`src/rtl/wsum_pkg.sv`:
```
package wsum_pkg;

  localparam int FX_WORK_W = 48;

  typedef logic signed [FX_WORK_W-1:0] fx_word_t;

  typedef enum logic [2:0] {
    ST_IDLE,
    ST_M1,
    ST_M2,
    ST_S1,
    ST_S2,
    ST_DONE
  } wsum_state_e;

  // Exponent of the LSB weight of a (p,n) format.
  function automatic int fx_lsb(input int p, input int n);
    return p - n;
  endfunction

  // Move a value from one LSB exponent to another (floor on right shifts),
  // then wrap to to_w bits and sign-extend back to the working width.
  function automatic fx_word_t fx_requant(input fx_word_t x, input int from_e,
                                          input int to_e, input int to_w);
    fx_word_t t;
    int sh;
    sh = to_e - from_e;
    if (sh >= 0) t = x >>> sh;
    else         t = x <<< (-sh);
    t = (t <<< (FX_WORK_W - to_w)) >>> (FX_WORK_W - to_w);
    return t;
  endfunction

endpackage

```
`src/rtl/wsum_sched.sv`:
```
module wsum_sched
  import wsum_pkg::*;
(
  input  logic clk,
  input  logic rst_n,
  input  logic start,
  output logic wr_m1,
  output logic wr_m2,
  output logic wr_s1,
  output logic wr_s2,
  output logic sel_b,
  output logic sel_c,
  output logic busy,
  output logic done
);

  wsum_state_e state_q, state_d;

  always_comb begin
    state_d = state_q;
    unique case (state_q)
      ST_IDLE: if (start) state_d = ST_M1;
      ST_M1:   state_d = ST_M2;
      ST_M2:   state_d = ST_S1;
      ST_S1:   state_d = ST_S2;
      ST_S2:   state_d = ST_DONE;
      ST_DONE: state_d = ST_IDLE;
      default: state_d = ST_IDLE;
    endcase
  end

  always_ff @(posedge clk or negedge rst_n) begin
    if (!rst_n) state_q <= ST_IDLE;
    else        state_q <= state_d;
  end

  // Register enables and mux selects come straight from the schedule.
  assign wr_m1 = (state_q == ST_M1);
  assign wr_m2 = (state_q == ST_M2);
  assign wr_s1 = (state_q == ST_S1);
  assign wr_s2 = (state_q == ST_S2);
  assign sel_b = (state_q == ST_M2);
  assign sel_c = (state_q == ST_S2);
  assign busy  = (state_q != ST_IDLE);
  assign done  = (state_q == ST_DONE);

endmodule

```
`src/rtl/wsum_gain.sv`:
```
module wsum_gain
  import wsum_pkg::*;
#(
  parameter int A_P     = -1,
  parameter int A_N     = 8,
  parameter int B_P     = -1,
  parameter int B_N     = 2,
  parameter int M1_P    = 1,
  parameter int M1_N    = 9,
  parameter int M2_P    = -5,
  parameter int M2_N    = 3,
  parameter int COEF_W  = 12,
  parameter int G1_VAL  = 1221,
  parameter int G1_FRAC = 9,
  parameter int G2_VAL  = 1887,
  parameter int G2_FRAC = 19
) (
  input  logic           sel_b,
  input  logic [A_N:0]   a_in,
  input  logic [B_N:0]   b_in,
  output fx_word_t       y
);

  localparam int A_W   = A_N + 1;
  localparam int B_W   = B_N + 1;
  localparam int M1_W  = M1_N + 1;
  localparam int M2_W  = M2_N + 1;
  localparam int OPD_W = (A_W > B_W) ? A_W : B_W;
  // Operands are MSB-aligned onto a common OPD_W-bit port (zero padding).
  localparam int A_E   = fx_lsb(A_P, A_N) - (OPD_W - A_W);
  localparam int B_E   = fx_lsb(B_P, B_N) - (OPD_W - B_W);
  localparam int PA_E  = A_E - G1_FRAC;
  localparam int PB_E  = B_E - G2_FRAC;
  localparam int M1_E  = fx_lsb(M1_P, M1_N);
  localparam int M2_E  = fx_lsb(M2_P, M2_N);

  localparam logic signed [COEF_W-1:0] G1 = G1_VAL[COEF_W-1:0];
  localparam logic signed [COEF_W-1:0] G2 = G2_VAL[COEF_W-1:0];

  fx_word_t opd_a, opd_b, opd, coef, prod;

  always_comb begin
    opd_a = fx_word_t'($signed(a_in)) <<< (OPD_W - A_W);
    opd_b = fx_word_t'($signed(b_in)) <<< (OPD_W - B_W);
    opd   = sel_b ? opd_b : opd_a;
    coef  = sel_b ? fx_word_t'(G2) : fx_word_t'(G1);
    prod  = opd * coef;
    y     = sel_b ? fx_requant(prod, PB_E, M2_E, M2_W)
                  : fx_requant(prod, PA_E, M1_E, M1_W);
  end

endmodule

```
`src/rtl/wsum_adder.sv`:
```
module wsum_adder
  import wsum_pkg::*;
#(
  parameter int M1_P = 1,
  parameter int M1_N = 9,
  parameter int M2_P = -5,
  parameter int M2_N = 3,
  parameter int S1_P = 1,
  parameter int S1_N = 9,
  parameter int C_P  = -1,
  parameter int C_N  = 7,
  parameter int S2_P = 1,
  parameter int S2_N = 8
) (
  input  logic          sel_c,
  input  logic [M1_N:0] m1,
  input  logic [M2_N:0] m2,
  input  logic [S1_N:0] s1,
  input  logic [C_N:0]  c_in,
  output fx_word_t      y
);

  localparam int M1_E = fx_lsb(M1_P, M1_N);
  localparam int M2_E = fx_lsb(M2_P, M2_N);
  localparam int S1_E = fx_lsb(S1_P, S1_N);
  localparam int C_E  = fx_lsb(C_P, C_N);
  localparam int S2_E = fx_lsb(S2_P, S2_N);
  localparam int S1_W = S1_N + 1;
  localparam int S2_W = S2_N + 1;
  // Common operand exponent per step: the finer of the two inputs.
  localparam int J0_E = (M1_E < M2_E) ? M1_E : M2_E;
  localparam int J1_E = (S1_E < C_E)  ? S1_E : C_E;

  fx_word_t opx, opy, sum;

  always_comb begin
    if (!sel_c) begin
      opx = fx_requant(fx_word_t'($signed(m1)), M1_E, J0_E, FX_WORK_W);
      opy = fx_requant(fx_word_t'($signed(m2)), M2_E, J0_E, FX_WORK_W);
    end else begin
      opx = fx_requant(fx_word_t'($signed(s1)), S1_E, J1_E, FX_WORK_W);
      opy = fx_requant(fx_word_t'($signed(c_in)), C_E, J1_E, FX_WORK_W);
    end
    sum = opx + opy;
    y   = sel_c ? fx_requant(sum, J1_E, S2_E, S2_W)
                : fx_requant(sum, J0_E, S1_E, S1_W);
  end

endmodule

```
`src/rtl/wsum_fx.sv`:
```
module wsum_fx
  import wsum_pkg::*;
#(
  parameter int A_P     = -1,
  parameter int A_N     = 8,
  parameter int B_P     = -1,
  parameter int B_N     = 2,
  parameter int C_P     = -1,
  parameter int C_N     = 7,
  parameter int M1_P    = 1,
  parameter int M1_N    = 9,
  parameter int M2_P    = -5,
  parameter int M2_N    = 3,
  parameter int S1_P    = 1,
  parameter int S1_N    = 9,
  parameter int S2_P    = 1,
  parameter int S2_N    = 8,
  parameter int COEF_W  = 12,
  parameter int G1_VAL  = 1221,
  parameter int G1_FRAC = 9,
  parameter int G2_VAL  = 1887,
  parameter int G2_FRAC = 19
) (
  input  logic          clk,
  input  logic          rst_n,
  input  logic          start,
  input  logic [A_N:0]  a_in,
  input  logic [B_N:0]  b_in,
  input  logic [C_N:0]  c_in,
  output logic [S2_N:0] d_out,
  output logic          done
);

  localparam int M1_W = M1_N + 1;
  localparam int M2_W = M2_N + 1;
  localparam int S1_W = S1_N + 1;
  localparam int S2_W = S2_N + 1;

  logic wr_m1, wr_m2, wr_s1, wr_s2, sel_b, sel_c, busy;
  fx_word_t gain_y, add_y;

  logic [M1_W-1:0] m1_q;
  logic [M2_W-1:0] m2_q;
  logic [S1_W-1:0] s1_q;
  logic [S2_W-1:0] s2_q;

  wsum_sched u_sched (
    .clk   (clk),
    .rst_n (rst_n),
    .start (start),
    .wr_m1 (wr_m1),
    .wr_m2 (wr_m2),
    .wr_s1 (wr_s1),
    .wr_s2 (wr_s2),
    .sel_b (sel_b),
    .sel_c (sel_c),
    .busy  (busy),
    .done  (done)
  );

  wsum_gain #(
    .A_P(A_P), .A_N(A_N), .B_P(B_P), .B_N(B_N),
    .M1_P(M1_P), .M1_N(M1_N), .M2_P(M2_P), .M2_N(M2_N),
    .COEF_W(COEF_W), .G1_VAL(G1_VAL), .G1_FRAC(G1_FRAC),
    .G2_VAL(G2_VAL), .G2_FRAC(G2_FRAC)
  ) u_gain (
    .sel_b (sel_b),
    .a_in  (a_in),
    .b_in  (b_in),
    .y     (gain_y)
  );

  wsum_adder #(
    .M1_P(M1_P), .M1_N(M1_N), .M2_P(M2_P), .M2_N(M2_N),
    .S1_P(S1_P), .S1_N(S1_N), .C_P(C_P), .C_N(C_N),
    .S2_P(S2_P), .S2_N(S2_N)
  ) u_adder (
    .sel_c (sel_c),
    .m1    (m1_q),
    .m2    (m2_q),
    .s1    (s1_q),
    .c_in  (c_in),
    .y     (add_y)
  );

  always_ff @(posedge clk or negedge rst_n) begin
    if (!rst_n) begin
      m1_q <= '0;
      m2_q <= '0;
      s1_q <= '0;
      s2_q <= '0;
    end else begin
      if (wr_m1) m1_q <= gain_y[M1_W-1:0];
      if (wr_m2) m2_q <= gain_y[M2_W-1:0];
      if (wr_s1) s1_q <= add_y[S1_W-1:0];
      if (wr_s2) s2_q <= add_y[S2_W-1:0];
    end
  end

  assign d_out = s2_q;

endmodule

```
`config.mk`:
```
export PLATFORM = sky130hd
export DESIGN_NAME = wsum_fx
export DESIGN_NICKNAME = d
export VERILOG_FILES = /design/src/rtl/wsum_pkg.sv /design/src/rtl/wsum_sched.sv /design/src/rtl/wsum_gain.sv /design/src/rtl/wsum_adder.sv /design/src/rtl/wsum_fx.sv
export SDC_FILE = /design/constraint.sdc
export NUM_CORES = 1
export LEC_CHECK = 0
export ABC_CLOCK_PERIOD_IN_PS = 15000
export CAP_MARGIN = 20
export CORE_ASPECT_RATIO = 1.1
export CORE_MARGIN = 8
export CORE_UTILIZATION = 65
export CTS_BUF_LIST = sky130_fd_sc_hd__clkbuf_2
export CTS_CLUSTER_DIAMETER = 60
export DETAILED_ROUTE_END_ITERATION = 8
export PLACE_DENSITY = 0.84
export SYNTH_ARGS = -nofsm -noshare
export SYNTH_HDL_FRONTEND = slang
export SYNTH_SLANG_ARGS = --single-unit
export TNS_END_PERCENT = 20
```
`constraint.sdc`:
```
create_clock -name clk -period 15 [get_ports clk]
set_input_delay 1.5 -clock clk [delete_from_list [all_inputs] [get_ports clk]]
set_output_delay 1.5 -clock clk [all_outputs]
set_load 0.01 [all_outputs]
```
==> results.sh, run 1 <==
export IMPL_yosysWarningCount=0
export IMPL_cp_end_kind="flip-flop"
export IMPL_grt_use_total_pct=18.1
export IMPL_core_mm2=0.00701
export IMPL_num_antenna_cells=0
export IMPL_critical_path_arrival_ns=7.18
export IMPL_critPathSlowestCell="clkdlybuf4s50_1"
export IMPL_final_layout_size_suffix_gt1_share_pct=3.02
export IMPL_ys_seq_elements=36
export IMPL_htreeDepth=2
export IMPL_routabilityCongestion=0.896
export IMPL_hold_buffers=0
export IMPL_dieArea_mm2=0.0102
export IMPL_crit_fanout=9
export IMPL_synth_largest_area_cell="fa_1"
export IMPL_ios=33
export IMPL_startpoint="b_in[2]"
export IMPL_r2r_start="u_sched.state_q[2]$_DFFE_PN0P_"
export IMPL_critPathKind="in2reg"
export IMPL_cp_top_family="adder cells"
export IMPL_ys_flop_type="dfrtp_1"
export IMPL_postRouteAntennaNets=0
export IMPL_syn_inst=538
export IMPL_synth_area_per_cell_um2=8.73
export IMPL_grt_ovfl_total=0
export IMPL_cp_common_cell="inv_1"
export IMPL_min_period_ns=6.87
export IMPL_async_flop_share_pct=100
export IMPL_worstHoldStart="d_out[7]$_DFFE_PN0P_"
export IMPL_hold_viol=0
export IMPL_grt_pass1_vias=3713
export IMPL_final_setup_tns_ns=0
export IMPL_synth_yosys_seq_area_share_pct=19.2
export IMPL_fillers=542
export IMPL_path_cells="clkdlybuf4s50_1 > inv_1 > nor2_2 > inv_1 > nand2_1 > ha_1 > ha_1 > fa_1 > fa_1 > inv_1 > fa_1 > inv_1 > ha_1 > a21oi_1 > o21ai_0 > o31ai_1 > o21a_1 > or4_1 > nand3_1"
export IMPL_post_cts_resized=0
export IMPL_clkTransAtPathRegs_ns=0.15
export IMPL_synthDistinctLibCells=44
export IMPL_drt_iter0_markers=104
export IMPL_rows=32
export IMPL_status="finished, final reports clean"
export IMPL_syn2layout_area_growth_pct=8.66
export IMPL_cts_buffer_depth=2
export IMPL_setup_violations_final=0
export IMPL_grt_pass1_wl_um=15800
export IMPL_post_drt_wl_per_cell_um=13.7
export IMPL_first_pass_iters=4
export IMPL_slowest_delay_ns=0.54
export IMPL_die_h_um=105
export IMPL_dpl_hpwl_um=7590
export IMPL_slew_headroom_pct=33.2
export IMPL_finalWirelength_um=8840
export IMPL_yosys_area_top_type_share_pct=20.0
export IMPL_hp_class="reg2reg"
export IMPL_drv_slew=0
export IMPL_finalClockSkew_ns=0.0139
export IMPL_die_x_um=97.0
export IMPL_cp_start_kind="primary input"
export IMPL_post_cts_buffers=0
export IMPL_start_util_pct=67.0
export IMPL_rsz0062_at_grt="no"
export IMPL_fmax_ghz=0.145
export IMPL_clk_latency_ns=0.37
export IMPL_synthesis_area_mm2=0.00470
export IMPL_period_share_pct=45.8
export IMPL_cts_tree="done"
export IMPL_worst_path_buf_inv=5
export IMPL_cp_required_ns=15.30
export IMPL_antenna_found_initial=0
export IMPL_port_buffers=32
export IMPL_drv_cap=0
export IMPL_worst_pin_slew_ns=1.00
export IMPL_viasPerCell=5.33
export IMPL_cts_root_buf="clkbuf_2"
export IMPL_netlist_top_cells_area="fa_1 (20%), ha_1 (20%), dfrtp_1 (19%)"
export IMPL_cts_sinks=36
export IMPL_vias=3450
export IMPL_synth_edf_count=0
export IMPL_drc=0
export IMPL_grt_max_degree=37
export IMPL_final_nets=705
export IMPL_numCtsBuffers=5
## per-stage QoR
| stage | setup slack (ns) | area, um^2 | hold slack [ns] | utilization [%] | instances |
|---|---|---|---|---|---|
| 2_1_floorplan | 8.90 | 4740 | 0.449 | - | 550 |
| 3_3_place_gp | 8.05 | 5060 | 0.458 | 72.3 | 639 |
| 3_5_place_dp | 7.76 | 5060 | 0.470 | 72.3 | 639 |
| 4_1_cts | 8.16 | 5100 | 0.505 | 72.8 | 647 |
| 5_1_grt | 7.77 | 5100 | 0.517 | 72.8 | 647 |
| 6_report | 8.13 | 5100 | 0.497 | 72.8 | 647 |
## layout by cell type, fill, tap and decap left out, types with 2 or more instances in the layout
cell type and instances:
buf_4 2, a21oi_1 10, fa_1 47, nand3_1 4
clkdlybuf4s50_1 32, mux2_2 2, nor3_1 3, clkbuf_2 7
o21bai_1 4, dfrtp_1 36, conb_1 14, nand2_1 88
a31oi_1 5, a211oi_1 3, and2_1 20, ha_1 74
o211ai_1 2, xnor2_1 23, inv_1 93, nor2_1 11
o21ai_0 36, and3_1 3, o21a_1 3, a21o_1 13
xor2_1 8
## worst reg2reg max path: stages, from the launching register on
cell	delay, ns
dfrtp_1	0.50
or3b_1	0.39
buf_4	0.22
nor2_2	0.37
inv_1	0.36
nand2_1	0.29
ha_1	0.27
ha_1	0.33
fa_1	0.52
fa_1	0.54
inv_1	0.05
fa_1	0.50
inv_1	0.04
ha_1	0.36
a21oi_1	0.12
o21ai_0	0.41
o31ai_1	0.15
o21a_1	0.18
or4_1	0.42
nand3_1	0.11
## sequential cells by signal, indices dropped and copies added (netlist names)
| register | flops |
|---|---|
| s1_q | 10 |
| m1_q | 10 |
| d_out | 9 |
| u_sched.state_q | 3 |
| m2_q | 4 |
## path summary, 6_finish.rpt
path                                         to  slack [ns]  cells past startpoint
min in group asynchronous  d_out[0]$_DFFE_PN0P_        1.50                      2
hold / removal             d_out[7]$_DFFE_PN0P_        0.50                      2
setup reg to reg            m2_q[1]$_DFFE_PN0N_        8.81                     19
hold reg to reg            d_out[7]$_DFFE_PN0P_        0.50                      2
setup / recovery            m2_q[1]$_DFFE_PN0N_        8.13                     19
max in group asynchronous  d_out[7]$_DFFE_PN0P_       13.17                      2
## cells in the mapped netlist (all sizes together), types with 2 or more instances
cell type  number
a31oi           5
xor2            8
o21bai          4
a211oi          3
nor3            3
and3            3
conb            2
fa             47
nand3           4
mux2            2
o211ai          2
clkbuf         25
a21oi          10
and2           20
or3b            2
o21a            3
dfrtp          36
nor2           12
nand2          89
xnor2          23
o21ai          37
a21o           13
buf             5
ha             74
inv            93
## kinds of logic (layout without fill, tap and decap cells)
family | Yosys count | in the layout | share of synthesized area (%)
DFF | 36 | 36 | 19.2
and+or+nand+nor | 140 | 140 | 13.4
adders and majority gates | 121 | 121 | 39.8
other | 2 | 14 | 0.160
AOI/OAI and AO/OA | 83 | 83 | 11.2
muxes | 2 | 2 | 0.480
buffers and inverters | 123 | 135 | 9.97
xor gates and xnor gates | 31 | 31 | 5.78
## cell type report
class | count | area, um^2 | area share, %
timing repair buffer | 34 | 335 | 6.57
sequential | 36 | 901 | 17.7
clock buffer | 7 | 35.0 | 0.687
tap | 85 | 106 | 2.08
inverter | 93 | 349 | 6.84
multi-input combinational | 391 | 3370 | 66.1
clock inverter | 1 | 3.75 | 0.0736
## routing by layer
layer | global-route usage [%] | vias to the layer above | wire, um
li1 | - | 1723 | -
met1 | 18.7 | 1624 | 3550
met2 | 34.9 | 77 | 4630
met3 | 3.03 | 26 | 361
met4 | 7.81 | 0 | 297
met5 | 0 | - | 0
Power of run 1 is not shown: default switching activity piles up to over one toggle a cycle in this logic, so the estimate is an artifact.
==> run 2, diff against run 1 <==
- ABC_CLOCK_PERIOD_IN_PS: 15000 -> 6100
- CORE_UTILIZATION: 65 -> 56
- PLACE_DENSITY: 0.84 -> 0.77
- clock period: 15 -> 6.1 ns (I/O delays scaled with it)
==> run 2 against run 1 <==
Net effect:
- clock-buffer cell count is 1 lower
- hold slack better by 0.0031 ns
- critical path type is now reg2reg
- sequential share of layout area is 0.28 points lower
- utilization is 10 points lower
- highest routed layer unchanged
==> results.sh, run 2 (synthesis gave the netlist of run 1 again) <==
export IMPL_status="finished, final reports clean"
export IMPL_ios=33
export IMPL_startpoint="u_sched.state_q[2]$_DFFE_PN0P_"
export IMPL_highest_layer="met4"
export IMPL_routabilityCongestion=0.905
export IMPL_hp_class="reg2reg"
export IMPL_postRouteAntennaNets=0
export IMPL_cp_start_kind="flip-flop"
export IMPL_final_common_cell="inv_1"
export IMPL_clk_latency_ns=0.39
export IMPL_r2r_start="u_sched.state_q[2]$_DFFE_PN0P_"
export IMPL_cts_buffer_depth=2
export IMPL_critPathSlowestCell="or3b_1"
export IMPL_min_period_ns=5.77
export IMPL_path_cells="or3b_1 > nand2_2 > nand2_1 > ha_1 > ha_1 > fa_1 > fa_1 > inv_1 > fa_1 > inv_1 > ha_1 > a21oi_1 > o21ai_0 > o31ai_1 > o21a_1 > or4_1 > nand3_1"
export IMPL_grt_max_degree=37
export IMPL_final_setup_tns_ns=0
export IMPL_cts_root_buf="clkbuf_2"
export IMPL_final_nets=708
export IMPL_drv_slew=0
export IMPL_critical_path_arrival_ns=6.11
export IMPL_finalClockSkew_ns=0.0243
export IMPL_vias=3414
export IMPL_finalWirelength_um=8900
export IMPL_worst_path_buf_inv=2
export IMPL_grt_ovfl_total=0
export IMPL_grt_pass1_vias=3687
export IMPL_cp_required_ns=6.44
export IMPL_dieArea_mm2=0.0116
export IMPL_post_drt_wl_per_cell_um=13.2
export IMPL_htreeDepth=2
export IMPL_fmax_ghz=0.173
export IMPL_grt_use_total_pct=16.8
export IMPL_rows=35
export IMPL_antenna_found_initial=0
export IMPL_first_pass_iters=4
export IMPL_slew_headroom_pct=38.3
export IMPL_dpl_hpwl_um=7720
export IMPL_cp_end_kind="flip-flop"
export IMPL_wl_met1_um=3720
export IMPL_core_mm2=0.00828
export IMPL_start_util_pct=56.7
export IMPL_worst_pin_slew_ns=0.924
export IMPL_numCtsBuffers=5
export IMPL_viasPerCell=5.05
export IMPL_cp_top_family="adder cells"
export IMPL_period_share_pct=94.5
export IMPL_num_antenna_cells=0
export IMPL_die_h_um=112
export IMPL_worstHoldStart="d_out[4]$_DFFE_PN0P_"
export IMPL_drv_cap=0
export IMPL_post_cts_buffers=0
export IMPL_hold_viol=0
export IMPL_die_x_um=103
export IMPL_hold_buffers=0
export IMPL_cts_tree="done"
export IMPL_port_buffers=32
export IMPL_cts_sinks=36
export IMPL_post_cts_resized=0
export IMPL_final_layout_size_suffix_gt1_share_pct=3.72
export IMPL_grt_pass1_wl_um=15900
export IMPL_drc=0
export IMPL_layout_common_cells="inv_1 (93), nand2_1 (88), ha_1 (74), fa_1 (47)"
export IMPL_slowest_delay_ns=0.65
export IMPL_critPathKind="reg2reg"
export IMPL_drt_iter0_markers=121
export IMPL_setup_violations_final=0
export IMPL_syn2layout_area_growth_pct=10.4
export IMPL_route_met2_wl_um=4670
export IMPL_clkTransAtPathRegs_ns=0.20
export IMPL_crit_fanout=15
export IMPL_rsz0062_at_grt="no"
export IMPL_dr_wl_met3_um=362
[run 2: cell types whose count changed in the layout (fill, tap and decap cells not counted)]
cell | previous run | this run
clkbuf_2 | 7 | 6
buf_4 | 2 | 5
bufinv_16 | 0 | 1
clkinv_1 | 1 | 0
clkinv_2 | 0 | 1
[run 2: worst register-to-register path, cell delays in order (launching register included)]
cell and delay (ns):
dfrtp_1 0.51, or3b_1 0.65, nand2_2 0.32, nand2_1 0.20
ha_1 0.33, ha_1 0.32, fa_1 0.52, fa_1 0.54
inv_1 0.05, fa_1 0.50, inv_1 0.04, ha_1 0.35
a21oi_1 0.14, o21ai_0 0.43, o31ai_1 0.14, o21a_1 0.17
or4_1 0.42, nand3_1 0.10
[run 2: layer usage]
metal	up-vias	track usage, %
li1	1723	-
met1	1619	18.7
met2	59	31.7
met3	13	2.35
met4	0	4.44
met5	-	0
[run 2: cell type report]
class / instances / area, um^2
Timing Repair Buffer: 37 / 358
Fill cell: 704 / 3090
Multi-Input combinational cell: 391 / 3370
Clock inverter: 2 / 35.0
Tap cell: 111 / 139
Clock buffer: 6 / 30.0
Sequential cell: 36 / 901
Inverter: 93 / 349
[run 2: worst paths after layout]
path / depth (start not counted) / slack (ns) / end
hold / removal: 2 / 0.50 / d_out[4]$_DFFE_PN0P_
setup / recovery: 17 / 0.33 / m2_q[1]$_DFFE_PN0N_
setup reg to reg: 17 / 0.33 / m2_q[1]$_DFFE_PN0N_
min in group asynchronous: 2 / 0.61 / s1_q[2]$_DFFE_PN0N_
max in group asynchronous: 2 / 5.16 / s1_q[4]$_DFFE_PN0N_
hold reg to reg: 2 / 0.50 / d_out[4]$_DFFE_PN0P_
[run 2: metrics by stage]
stage | hold slack [ns] | setup slack, ns | std cells | utilization, % | area (um^2)
3_3_place_gp | 0.456 | 0.643 | 668 | 61.8 | 5120
6_report | 0.500 | 0.335 | 676 | 62.6 | 5180
3_5_place_dp | 0.471 | 0.482 | 668 | 61.8 | 5120
2_1_floorplan | 0.314 | 0.669 | 550 | - | 4740
5_1_grt | 0.537 | 0.0926 | 676 | 62.6 | 5180
4_1_cts | 0.507 | 0.452 | 676 | 62.6 | 5180
Power of run 2 is left out for the same reason.
